===== config.mk =====
export PLATFORM = sky130hd
export DESIGN_NAME = evtmr_top
export DESIGN_NICKNAME = d
export VERILOG_FILES = /design/src/rtl/evtmr_pkg.sv /design/src/rtl/evtmr_regif.sv /design/src/rtl/evtmr_stamp.sv /design/src/rtl/evtmr_downcnt.sv /design/src/rtl/evtmr_top.sv
export SDC_FILE = /design/constraint.sdc
export NUM_CORES = 1
export LEC_CHECK = 0
export BUFFER_PORTS_ARGS = -buffer_cell sky130_fd_sc_hd__buf_4
export CAP_MARGIN = 10
export CORE_UTILIZATION = 42
export CTS_BUF_LIST = sky130_fd_sc_hd__clkbuf_2 sky130_fd_sc_hd__clkbuf_4 sky130_fd_sc_hd__clkbuf_8
export CTS_CLUSTER_DIAMETER = 60
export CTS_CLUSTER_SIZE = 25
export DETAILED_ROUTE_END_ITERATION = 7
export GPL_TIMING_DRIVEN = 1
export PLACE_DENSITY = 0.69
export SETUP_SLACK_MARGIN = 0.3
export SLEW_MARGIN = 20
export SYNTH_ARGS = -nofsm -noshare
export SYNTH_HDL_FRONTEND = slang
export SYNTH_SLANG_ARGS = --single-unit
export TNS_END_PERCENT = 30

===== constraint.sdc =====
create_clock -name clk -period 3.1 [get_ports clk]
set_input_delay 0.93 -clock clk [delete_from_list [all_inputs] [get_ports clk]]
set_output_delay 0.93 -clock clk [all_outputs]
set_load 0.03 [all_outputs]

===== src/rtl/evtmr_pkg.sv =====
package evtmr_pkg;

  // Register byte offsets (software-visible map)
  localparam logic [7:0] OFS_COUNT = 8'h00;
  localparam logic [7:0] OFS_STAMP = 8'h08;
  localparam logic [7:0] OFS_CTRL  = 8'h14;

  // Control byte bit positions
  localparam int CB_RUN  = 0;
  localparam int CB_PER  = 1;
  localparam int CB_RLD  = 2;
  localparam int CB_FLAG = 7;

  typedef struct packed {
    logic flag;
    logic rld;
    logic per;
    logic run;
  } ctrl_t;

  function automatic logic [7:0] ctrl_to_byte(input ctrl_t c);
    logic [7:0] b;
    b          = '0;
    b[CB_RUN]  = c.run;
    b[CB_PER]  = c.per;
    b[CB_RLD]  = c.rld;
    b[CB_FLAG] = c.flag;
    return b;
  endfunction

endpackage


===== src/rtl/evtmr_regif.sv =====
module evtmr_regif
  import evtmr_pkg::*;
#(
  parameter int ADDR_W = 5,
  parameter int DATA_W = 32,
  parameter int CNT_W  = 32,
  localparam int BE_W  = DATA_W / 8
) (
  input  logic              clk,
  input  logic              rst,
  input  logic              bus_wr,
  input  logic              bus_rd,
  input  logic [ADDR_W-1:0] bus_addr,
  input  logic [BE_W-1:0]   bus_be,
  input  logic [CNT_W-1:0]  cnt_q,
  input  logic [CNT_W-1:0]  stamp_q,
  input  logic [7:0]        ctrl_byte,
  output logic              cnt_we,
  output logic              ctrl_we,
  output logic [DATA_W-1:0] bus_rdata
);

  localparam logic [ADDR_W-1:0] A_COUNT = OFS_COUNT[ADDR_W-1:0];
  localparam logic [ADDR_W-1:0] A_STAMP = OFS_STAMP[ADDR_W-1:0];
  localparam logic [ADDR_W-1:0] A_CTRL  = OFS_CTRL[ADDR_W-1:0];

  logic              hit_count;
  logic              hit_stamp;
  logic              hit_ctrl;
  logic [DATA_W-1:0] rd_mux;

  assign hit_count = (bus_addr == A_COUNT);
  assign hit_stamp = (bus_addr == A_STAMP);
  assign hit_ctrl  = (bus_addr == A_CTRL);

  assign cnt_we  = bus_wr && hit_count && (|bus_be);
  assign ctrl_we = bus_wr && hit_ctrl && bus_be[0];

  always_comb begin
    rd_mux = '0;
    if (hit_count)      rd_mux = DATA_W'(cnt_q);
    else if (hit_stamp) rd_mux = DATA_W'(stamp_q);
    else if (hit_ctrl)  rd_mux = DATA_W'(ctrl_byte);
  end

  always_ff @(posedge clk) begin
    if (rst) begin
      bus_rdata <= '0;
    end else if (bus_rd) begin
      bus_rdata <= rd_mux;
    end
  end

endmodule


===== src/rtl/evtmr_stamp.sv =====
module evtmr_stamp #(
  parameter int CNT_W = 32
) (
  input  logic             clk,
  input  logic             rst,
  input  logic             tick_en,
  output logic [CNT_W-1:0] stamp_q
);

  always_ff @(posedge clk) begin
    if (rst) begin
      stamp_q <= '0;
    end else if (tick_en) begin
      stamp_q <= stamp_q + CNT_W'(1);
    end
  end

endmodule


===== src/rtl/evtmr_downcnt.sv =====
module evtmr_downcnt
  import evtmr_pkg::*;
#(
  parameter int CNT_W = 32,
  localparam int BE_W = CNT_W / 8
) (
  input  logic             clk,
  input  logic             rst,
  input  logic             tick_en,
  input  logic             cnt_we,
  input  logic [BE_W-1:0]  cnt_be,
  input  logic [CNT_W-1:0] cnt_wdata,
  input  logic             ctrl_we,
  input  logic [7:0]       ctrl_wbyte,
  output logic [CNT_W-1:0] cnt_q,
  output logic [CNT_W-1:0] reload_q,
  output ctrl_t            ctrl_q,
  output logic             expire
);

  logic [CNT_W-1:0] merged;
  logic [CNT_W-1:0] cnt_d;
  logic [CNT_W-1:0] reload_d;
  ctrl_t            ctrl_d;
  logic             step;
  logic             at_end;
  logic             auto_go;
  logic             load_ok;

  // Byte-lane merge of a count write with the present count
  for (genvar g = 0; g < BE_W; g++) begin : g_lane
    assign merged[g*8 +: 8] = cnt_be[g] ? cnt_wdata[g*8 +: 8] : cnt_q[g*8 +: 8];
  end

  assign step    = ctrl_q.run && tick_en;
  assign at_end  = (cnt_q <= CNT_W'(1));
  assign expire  = step && at_end;
  assign auto_go = ctrl_q.per && ctrl_q.rld;
  assign load_ok = cnt_we && !ctrl_q.run;

  always_comb begin
    cnt_d    = cnt_q;
    reload_d = reload_q;
    if (load_ok) begin
      cnt_d    = merged;
      reload_d = merged;
    end else if (expire) begin
      cnt_d = auto_go ? reload_q : '0;
    end else if (step) begin
      cnt_d = cnt_q - CNT_W'(1);
    end
  end

  always_comb begin
    ctrl_d = ctrl_q;
    if (expire && !auto_go) begin
      ctrl_d.run = 1'b0;
    end
    if (ctrl_we) begin
      ctrl_d.run = ctrl_wbyte[CB_RUN];
      ctrl_d.per = ctrl_wbyte[CB_PER];
      ctrl_d.rld = ctrl_wbyte[CB_RLD];
      if (ctrl_wbyte[CB_FLAG]) begin
        ctrl_d.flag = 1'b0;
      end
    end
    if (expire) begin
      ctrl_d.flag = 1'b1;
    end
  end

  always_ff @(posedge clk) begin
    if (rst) begin
      cnt_q    <= '0;
      reload_q <= '0;
      ctrl_q   <= '0;
    end else begin
      cnt_q    <= cnt_d;
      reload_q <= reload_d;
      ctrl_q   <= ctrl_d;
    end
  end

endmodule


===== src/rtl/evtmr_top.sv =====
module evtmr_top
  import evtmr_pkg::*;
#(
  parameter int ADDR_W = 5,
  parameter int DATA_W = 32,
  parameter int CNT_W  = 32,
  localparam int BE_W  = DATA_W / 8
) (
  input  logic              clk,
  input  logic              rst,
  input  logic              tick_en,
  input  logic              bus_wr,
  input  logic              bus_rd,
  input  logic [ADDR_W-1:0] bus_addr,
  input  logic [BE_W-1:0]   bus_be,
  input  logic [DATA_W-1:0] bus_wdata,
  output logic [DATA_W-1:0] bus_rdata,
  output logic              irq_o
);

  logic             cnt_we;
  logic             ctrl_we;
  logic [CNT_W-1:0] cnt_q;
  logic [CNT_W-1:0] reload_q;
  logic [CNT_W-1:0] stamp_q;
  ctrl_t            ctrl_q;
  logic             expire;
  logic [7:0]       ctrl_byte;

  assign ctrl_byte = ctrl_to_byte(ctrl_q);
  assign irq_o     = ctrl_q.flag;

  evtmr_regif #(
    .ADDR_W(ADDR_W),
    .DATA_W(DATA_W),
    .CNT_W (CNT_W)
  ) regif_i (
    .clk      (clk),
    .rst      (rst),
    .bus_wr   (bus_wr),
    .bus_rd   (bus_rd),
    .bus_addr (bus_addr),
    .bus_be   (bus_be),
    .cnt_q    (cnt_q),
    .stamp_q  (stamp_q),
    .ctrl_byte(ctrl_byte),
    .cnt_we   (cnt_we),
    .ctrl_we  (ctrl_we),
    .bus_rdata(bus_rdata)
  );

  evtmr_downcnt #(
    .CNT_W(CNT_W)
  ) downcnt_i (
    .clk       (clk),
    .rst       (rst),
    .tick_en   (tick_en),
    .cnt_we    (cnt_we),
    .cnt_be    (bus_be),
    .cnt_wdata (CNT_W'(bus_wdata)),
    .ctrl_we   (ctrl_we),
    .ctrl_wbyte(bus_wdata[7:0]),
    .cnt_q     (cnt_q),
    .reload_q  (reload_q),
    .ctrl_q    (ctrl_q),
    .expire    (expire)
  );

  evtmr_stamp #(
    .CNT_W(CNT_W)
  ) stamp_i (
    .clk    (clk),
    .rst    (rst),
    .tick_en(tick_en),
    .stamp_q(stamp_q)
  );

endmodule


==> results of run 1 <==
[flip-flops by register name, summed over array words and instances, names as in the netlist]
register,flops
downcnt_i.ctrl_q,4
regif_i.bus_rdata,32
downcnt_i.cnt_q,32
downcnt_i.reload_q,32
stamp_i.stamp_q,32
[critical path, delay by kind of cell, from the launching register on]
kind               cells  cell delay (ns)
and+or+nand+nor        4             1.72
DFF                    1             0.45
AOI/OAI and AO/OA      2             0.31
[logic make-up (layout without fill, tap and decap cells)]
kind of cell	count (synthesis)	after routing
DFF	132	132
adders and majority gates	3	3
buffers and inverters	81	163
and+or+nand+nor	346	346
AOI/OAI and AO/OA	209	209
muxes	55	55
xor gates and xnor gates	41	41
[synthesized netlist by cell type (all sizes together) (5+ instances only)]
master  instances  area [um2]
clkbuf         44         165
inv            10        37.5
mux2           27         304
nor4           16         149
xnor2          12         105
nand2b         31         194
dfxtp         132        2640
and2            5        33.8
nand3          46         235
a31oi           9        62.6
nor2b          13        81.3
o21ai          36         180
a21oi          74         374
nand2          45         169
mux2i          28         280
o221ai          5        43.8
a211oi         32         240
and3           10        63.8
o211ai          7        52.6
nor2          103         387
nand4          21         131
nor3           28         155
buf            27         149
a221oi         12         111
or3             8        50.1
xor2           29         254
and4            8        70.1
[through the flow]
step | area [um2] | power [mW]
floorplan | 7160 | 2.05
global placement | 8090 | 2.19
detailed placement | 8090 | 2.19
CTS | 8470 | 3.59
global route | 8470 | 3.72
finish | 8470 | 3.58
[routing by layer]
metal,GRT usage,vias to the layer above
li1,-,3289
met4,0.0715,0
met3,0.0521,28
met2,0.376,256
met5,0,-
met1,0.346,3317
[final cells by class]
class                           count  area, um2
Multi-Input combinational cell    654       4180
Inverter                           10       37.5
Timing Repair Buffer              121        958
Sequential cell                   132       2640
Clock buffer                       18        248
Fill cell                        1597       8180
Clock inverter                     14        128
Tap cell                          220        275
[power breakdown]
part | leakage [nW] | switching (mW) | internal (mW)
Sequential | 1.07 | 0.0284 | 1.71
Combinational | 2.06 | 0.247 | 0.175
Clock | 0.182 | 0.752 | 0.661
Total | 3.30 | 1.03 | 2.55
[how the worst min path moves through the flow]
stage                              end  slack (ns)  depth (start not counted)
floorplan           downcnt_i.cnt_q[2]        0.44                          2
global placement    downcnt_i.cnt_q[2]        0.45                          2
detailed placement  downcnt_i.cnt_q[2]        0.45                          2
CTS                 downcnt_i.cnt_q[2]        0.46                          2
global route        downcnt_i.cnt_q[2]        0.49                          2
finish              downcnt_i.cnt_q[2]        0.46                          2
==> metrics.txt, run 1 <==
status completed; Die Height 133 um; GRT overflow 0; die area 0.0176 mm2; most common cell after layout, fill and taps aside dfxtp_1; Tightest Pin Transition 0.612 ns; GPL Wtd Cong slightly above 0.9; post-synthesis mux area share 0.0816; final worst slack 0.526 ns; CTS max path bufs 2; CTS buffer count 17; number of gates resized after CTS 0; Syn Nets 916; critical path, cell by cell nor4_2 > nand4b_2 > or3_1 > nand2_1 > a211oi_1 > a31o_1; r2r endpoint downcnt_i.cnt_q[22]; # H-tree levels 4; max incr delay on CP around 0.62 ns; #FFs+latches synth 132; post-synthesis compound-gate area fraction 0.191; worst path required time roughly 3.5 ns; worst-path maximum fanout 9; Routed WL 21100 um; Slew headroom 0.589; initial antenna violation count 0; RSZ-0062 raised after global routing false; met3 WL post-DR 1550 um; Critical Path AT 2.92 ns; dpl cells ~1100; crit end category register; Worst Hold Launch downcnt_i.reload_q[2]; Leakage 3.30 nW; number of setup buffers added after CTS 0; MaxCap Viol Count 0; Initial DRT Pass Iterations 6; via density per instance 5.89; Chip Width 133 um; Final #Nets slightly below 1000; # IOs ~80; post-DP HPWL 14900 um; initial detailed-routing violation count 646; cell area after synthesis 0.00716 mm2; Clock Latency Late Sink 0.46 ns; routed vias 6890; Mean Syn Cell Area 8.26 um2; Setup crit start downcnt_i.cnt_q[23]; cells after synthesis just under 900; first-pass GRT wire length 34300 um; DRC 0; min Tclk post-route around 2.6 ns; Root Driver clkbuf_8; vias in the first global route between 6000 and 7000; clk slew on worst S/H paths 0.08 ns; TritonCTS clock tree yes; PD cells 423 mW/mm2; Peak VDD IR 0.325 mV; total track usage 0.246; setup TNS 0 ns; fmax 0.388 GHz; period utilization 0.830; post-synthesis sequential area ratio 0.369; Inserted Diodes 0; worst setup path category register to register; ys async rst share 0; layout cells sized above 1 0.216; area share of and/or/nand/nor cells after synthesis 0.254; synthesis-to-finish area growth 18.2%; pin count of the biggest net entering global routing 81; startpoint types register; library cells used by synthesis 68; R2R Setup Slk around 0.53 ns; Post-Place Worst Slack roughly 0.15 ns; largest family of logic cells by synthesized area simple AND/OR/NAND/NOR gates; Post-synth EDFFs 0; Fin Hold WS 0.457 ns; final core utilization 0.509; effective utilization at floorplan 0.430; Post-Synth XOR/XNOR Area 0.0501; clk_skew 0.0191 ns; Rows between 40 and 50; Final Hold Viols 0; routed len/inst 18.0 um; Core Region about 0.017 mm2; M1 wire length 9830 um; commonest non-fill, non-tap cells in the layout dfxtp_1 (132), buf_4 (117), nor2_1 (103), a21oi_1 (73); Sink Count 132; FF-to-FF Start downcnt_i.cnt_q[23]; final cell count without fillers 1169; Synth Area in Adders 0.00524; port bufs 78; Final ANT Viol Nets 0; Most used DFF post-synth dfxtp_1; Top Metal Used met4; end of the critical path downcnt_i.cnt_q[22]; max-slew violations 0; R2R depth 6; met2 WL post-DR 9310 um; Final Setup Violations 0; Hold Crit Class register to register; YS warnings 0; Hold-fix buffers, CTS 0; CP max stage cell or3_1
Power figures use the tool's default switching activity.
==> run 2, diff against run 1 <==
- PLACE_DENSITY: 0.69 -> 0.72
- clock period: 3.1 -> 2.1 ns (I/O delays scaled with it)
==> run 2 against run 1 <==
- first-iteration DRC count up 27%
- via count up 11%
- core utilization up 8.1 points
- sequential power up 47%
- non-clock buffer count up 115
- clock power up 71%
- the flow now finishes with violations (setup timing)
- clock-buffer cell count up 2
==> metrics.txt, run 2 (same netlist as run 1, synthesis figures left out) <==
Worst Hold Launch bus_wdata[5]; Final #Nets 1100; port bufs between 70 and 80; via density per instance 5.96; Tightest Pin Transition approximately 0.52 ns; fmax 0.458 GHz; Peak VDD IR 0.492 mV; Leakage a little over 4 nW; first-pass GRT wire length 38200 um; synthesis-to-finish area growth 37.0%; Hold-fix buffers, CTS 0; number of fill cells in the layout between 1000 and 1500; Hold EP downcnt_i.reload_q[5]; # IOs 79; CTS max path bufs 2; crit end category register; post-DP HPWL 17000 um; worst-path maximum fanout 3; Root Driver clkbuf_8; Hold Crit Class primary input to register; Final Hold Viols 0; MaxCap Viol Count 0; CTS buffer count 17; Pwr Total 5.85 mW; initial antenna violation count 1; worst path required time 2.46 ns; Routed WL about 25000 um; period utilization 1.04; dpl cells 1231; Core Region 0.0166 mm2; Slew headroom 0.650; Critical Path AT 2.55 ns; vias in the first global route 7256; final cell count without fillers between 1000 and 1500; most common cell after layout, fill and taps aside buf_4; layout cells sized above 1 0.364; Hold Path Depth 3; R2R Setup Slk -0.08 ns; final worst slack -0.0839 ns; Clock Latency Late Sink between 0.4 and 0.5 ns; effective utilization at floorplan 0.430; Seq. cell area 0.00268 mm2; Sink Count 132; FF-to-FF Start downcnt_i.cnt_q[26]; pin count of the biggest net entering global routing 72; Clock power frac 0.412; routed len/inst around 20 um; clk slew on worst S/H paths 0.08 ns; Die Height 133 um; clk_skew 0.0138 ns; commonest non-fill, non-tap cells in the layout buf_4 (220), dfxtp_1 (114), nor2_1 (98), a21oi_1 (71), nand3_1 (42); net switching power 1.56 mW; Final Setup Violations 19; RSZ-0062 raised after global routing true; PD cells 596 mW/mm2; GPL Wtd Cong 0.977; total track usage 0.280; startpoint types register; initial detailed-routing violation count 822; die area 0.0176 mm2; Comb power frac 0.151; power share of the sequential group 0.437; R2R depth 9; Final ANT Viol Nets 0; min Tclk post-route roughly 2.2 ns; # H-tree levels 4; status complete, but fails checks; GRT overflow 0; routed vias 7661; DRC 0; footprint of the multi-input gates 0.00451 mm2; Chip Width 133 um; r2r endpoint downcnt_i.cnt_q[29]; failing checks setup timing; max-slew violations 0; Rows 47; TritonCTS clock tree yes; worst setup path category register to register; switch share 0.266; P_int around 4.3 mW; Initial DRT Pass Iterations 6
[run 2: worst max-delay path, stage by stage (launching register included)]
cell      delay, ns
dfxtp_1        0.36
nor4_4         0.38
nand4b_4       0.16
buf_6          0.15
buf_4          0.13
nor3_4         0.30
buf_6          0.16
nor2_2         0.03
a21boi_2       0.14
o221a_2        0.26
[run 2: per-stage QoR]
step           hold slack, ns  TNS (ns)  setup slack, ns  utilization  cell area [um2]
2_1_floorplan           0.433     -5.06           -0.159            -             7300
3_3_place_gp            0.452    -11.65           -0.377        0.533             8870
3_5_place_dp            0.459    -13.48           -0.411        0.533             8870
4_1_cts                 0.416         0          0.00458        0.569             9470
5_1_grt                 0.435     -3.12           -0.166        0.590             9810
6_report                0.434    -0.897          -0.0839        0.590             9810
[run 2: worst max path at each step]
stage	start	endpoint
after global placement	bus_be[3]	downcnt_i.cnt_q[27]
after detailed placement	bus_be[3]	downcnt_i.cnt_q[27]
final	downcnt_i.cnt_q[26]	downcnt_i.cnt_q[29]
after CTS	downcnt_i.cnt_q[31]	downcnt_i.cnt_q[26]
after floorplan	bus_be[1]	downcnt_i.cnt_q[8]
after global routing	downcnt_i.cnt_q[6]	downcnt_i.cnt_q[18]
[run 2: layout make-up]
| cell class | count | share of cell area |
|---|---|---|
| antenna | 1 | 0.000255 |
| clock buffer | 20 | 0.0268 |
| clock inverter | 12 | 0.0181 |
| inverter | 10 | 0.00383 |
| multi-input combinational | 654 | 0.459 |
| sequential | 132 | 0.273 |
| tap | 220 | 0.0281 |
| timing repair buffer | 236 | 0.191 |
[run 2: what timing repair did]
item,CTS,global route
pin swaps,13,40
gates resized for setup,28,70
setup endpoints to repair,68,60
setup buffers,8,13
[run 2: layer usage]
layer	track usage	vias up	wire length, um
li1	-	3508	-
met1	0.377	3664	10600
met2	0.423	435	11300
met3	0.0678	54	2580
met4	0.126	0	686
met5	0	-	0
[run 2: power by group through the flow]
stage | registers (mW) | clock network [mW] | logic, mW
4_1_cts | 2.55 | 2.44 | 0.800
5_1_grt | 2.56 | 2.55 | 0.934
3_5_place_dp | 2.61 | 0 | 0.769
6_report | 2.56 | 2.41 | 0.882
2_1_floorplan | 2.62 | 0 | 0.424
3_3_place_gp | 2.61 | 0 | 0.764
==> run 3, diff against run 2 <==
- SKIP_LAST_GASP: not set -> 1
==> run 3 against run 2 <==
- the run still ends with setup timing left
- design area decreased by 1.3%
- maximum frequency increased by 0.74%
- first-iteration DRC count decreased by 3.2%
- global-route usage unchanged
- worst hold slack got worse by 0.0013 ns
- via count decreased by 0.94%
- clock-buffer cell count unchanged
- die area unchanged
- combinational power about the same
- register-to-register slack improved by 0.02 ns
- cell count unchanged
- critical path type unchanged
- highest routed layer unchanged
==> metrics.txt, run 3 (same netlist as run 1, synthesis figures left out) <==
Leakage roughly 4.0 nW; via density per instance 5.91; Setup crit start downcnt_i.cnt_q[26]; routed vias about 7600; footprint of the multi-input gates about 0.0044 mm2; # H-tree levels 4; initial detailed-routing violation count approximately 800; worst path required time 2.47 ns; net switching power 1.56 mW; most frequent CP cell buf_6; period utilization 1.03; min Tclk post-route 2.17 ns; DRC 0; Fin Hold WS ~0.43 ns; TritonCTS clock tree yes; Core Region 0.0166 mm2; Chip Width 133 um; dpl cells around 1200; max-slew violations 0; crit end category register; final std cell area, no fill 0.00969 mm2; commonest non-fill, non-tap cells in the layout buf_4 (223), dfxtp_1 (122), nor2_1 (99), a21oi_1 (71), nand3_1 (44); Pwr Total 5.85 mW; switch share 0.266; Final Setup Violations 20; end of the critical path downcnt_i.cnt_q[29]; RSZ-0062 raised after global routing true; final cell count without fillers 1285; layout cells sized above 1 0.340; MaxCap Viol Count 0; first-pass GRT wire length roughly 38000 um; clk slew on worst S/H paths 0.08 ns; Peak VDD IR 0.492 mV; P_int 4.29 mW; port bufs 78; worst-path maximum fanout 3; GRT overflow 0; # IOs 79; most common cell after layout, fill and taps aside buf_4; Routed WL 24900 um; worst path bufs/invs 3; Post-Place Worst Slack -0.411 ns; Hold-fix buffers, CTS 0; Clock power frac 0.413; synthesis-to-finish area growth 35.2%; Die Height 133 um; GPL Wtd Cong 0.977; vias in the first global route 7256; Clock Latency Late Sink 0.47 ns; final worst slack -0.0679 ns; Final ANT Viol Nets 0; Rows between 40 and 50; PD cells 604 mW/mm2; routed len/inst 19.4 um; Tightest Pin Transition 0.512 ns; max incr delay on CP 0.37 ns; worst setup path category register to register; post-DP HPWL 17000 um; Comb power frac 0.150; Seq. cell area 0.00266 mm2; Slew headroom 0.656; power share of the sequential group 0.437; CP max stage cell nor4_4; Stages on worst setup path 9; status complete, but fails checks; FF-to-FF Start downcnt_i.cnt_q[26]; fmax 0.461 GHz; initial antenna violation count 1; area post-placement ~0.0089 mm2; total track usage 0.280; startpoint types register; number of fill cells in the layout 1485; Root Driver clkbuf_8; Final Hold Viols 0; r2r endpoint downcnt_i.cnt_q[29]; effective utilization at floorplan 0.430; R2R depth 9; pin count of the biggest net entering global routing ~70; R2R Setup Slk -0.07 ns; clk_skew 0.0109 ns; critical path, cell by cell nor4_4 > nand4b_4 > buf_6 > buf_4 > nor3_4 > buf_6 > nor2_2 > a21boi_2 > o221a_2; Sink Count 132; Initial DRT Pass Iterations 8; Critical Path AT 2.53 ns; failing checks setup timing; Hold Crit Class primary input to register; CTS max path bufs 2; critical path's top delay family simple AND/OR/NAND/NOR gates; CTS buffer count 17; Final #Nets 1100; die area between 0.015 and 0.02 mm2
## run 3: cell counts in the layout (fill, tap and decap cells not counted)
No cell type changed its count.
## run 3: worst min path at each step
stage                           start                     end  slack, ns  cells past startpoint
2_1_floorplan   downcnt_i.reload_q[2]      downcnt_i.cnt_q[2]       0.43                      2
3_3_place_gp   downcnt_i.reload_q[31]  downcnt_i.reload_q[31]       0.45                      1
3_5_place_dp    downcnt_i.reload_q[2]      downcnt_i.cnt_q[2]       0.46                      2
4_1_cts                  bus_wdata[5]   downcnt_i.reload_q[5]       0.42                      3
5_1_grt                  bus_wdata[6]   downcnt_i.reload_q[6]       0.44                      3
6_report                 bus_wdata[5]   downcnt_i.reload_q[5]       0.43                      3
## run 3: cell type report
| class | count | area share |
|---|---|---|
| diodes | 1 | 0.000258 |
| clock buffers | 20 | 0.0271 |
| clock inverters | 12 | 0.0183 |
| inverters | 10 | 0.00388 |
| multi-input cells | 654 | 0.456 |
| flip-flops and latches | 132 | 0.275 |
| well taps | 220 | 0.0284 |
| repair buffers | 236 | 0.192 |
## run 3: repair_timing
| action | CTS | global route |
|---|---|---|
| gates resized for setup | 28 | 31 |
| setup buffers | 8 | 13 |
| setup endpoints to repair | 68 | 60 |
| pin swaps | 13 | 18 |
## run 3: metal layers
layer	vias up	part of all wire	global-route usage
li1	3514	-	-
met1	3577	0.43	0.377
met2	430	0.44	0.423
met3	68	0.098	0.0678
met4	0	0.031	0.126
met5	-	0	0
## run 3: power by group through the flow
stage          combinational [mW]  sequential, mW  clock [mW]
2_1_floorplan               0.424            2.62           0
3_3_place_gp                0.764            2.61           0
3_5_place_dp                0.769            2.61           0
4_1_cts                     0.800            2.55        2.44
5_1_grt                     0.931            2.56        2.55
6_report                    0.880            2.56        2.41
## run 3: worst reg2reg max path: stages, from the launching register on
cell and delay, ns:
dfxtp_1 0.35, nor4_4 0.37, nand4b_4 0.17, buf_6 0.15
buf_4 0.13, nor3_4 0.30, buf_6 0.16, nor2_2 0.04
a21boi_2 0.14, o221a_2 0.26
## run 3: through the flow
step                      TNS (ns)   util
after floorplan              -5.06      -
after global placement      -11.65  0.533
after detailed placement    -13.48  0.533
after CTS                        0  0.569
after global routing         -3.12  0.582
final                       -0.639  0.582
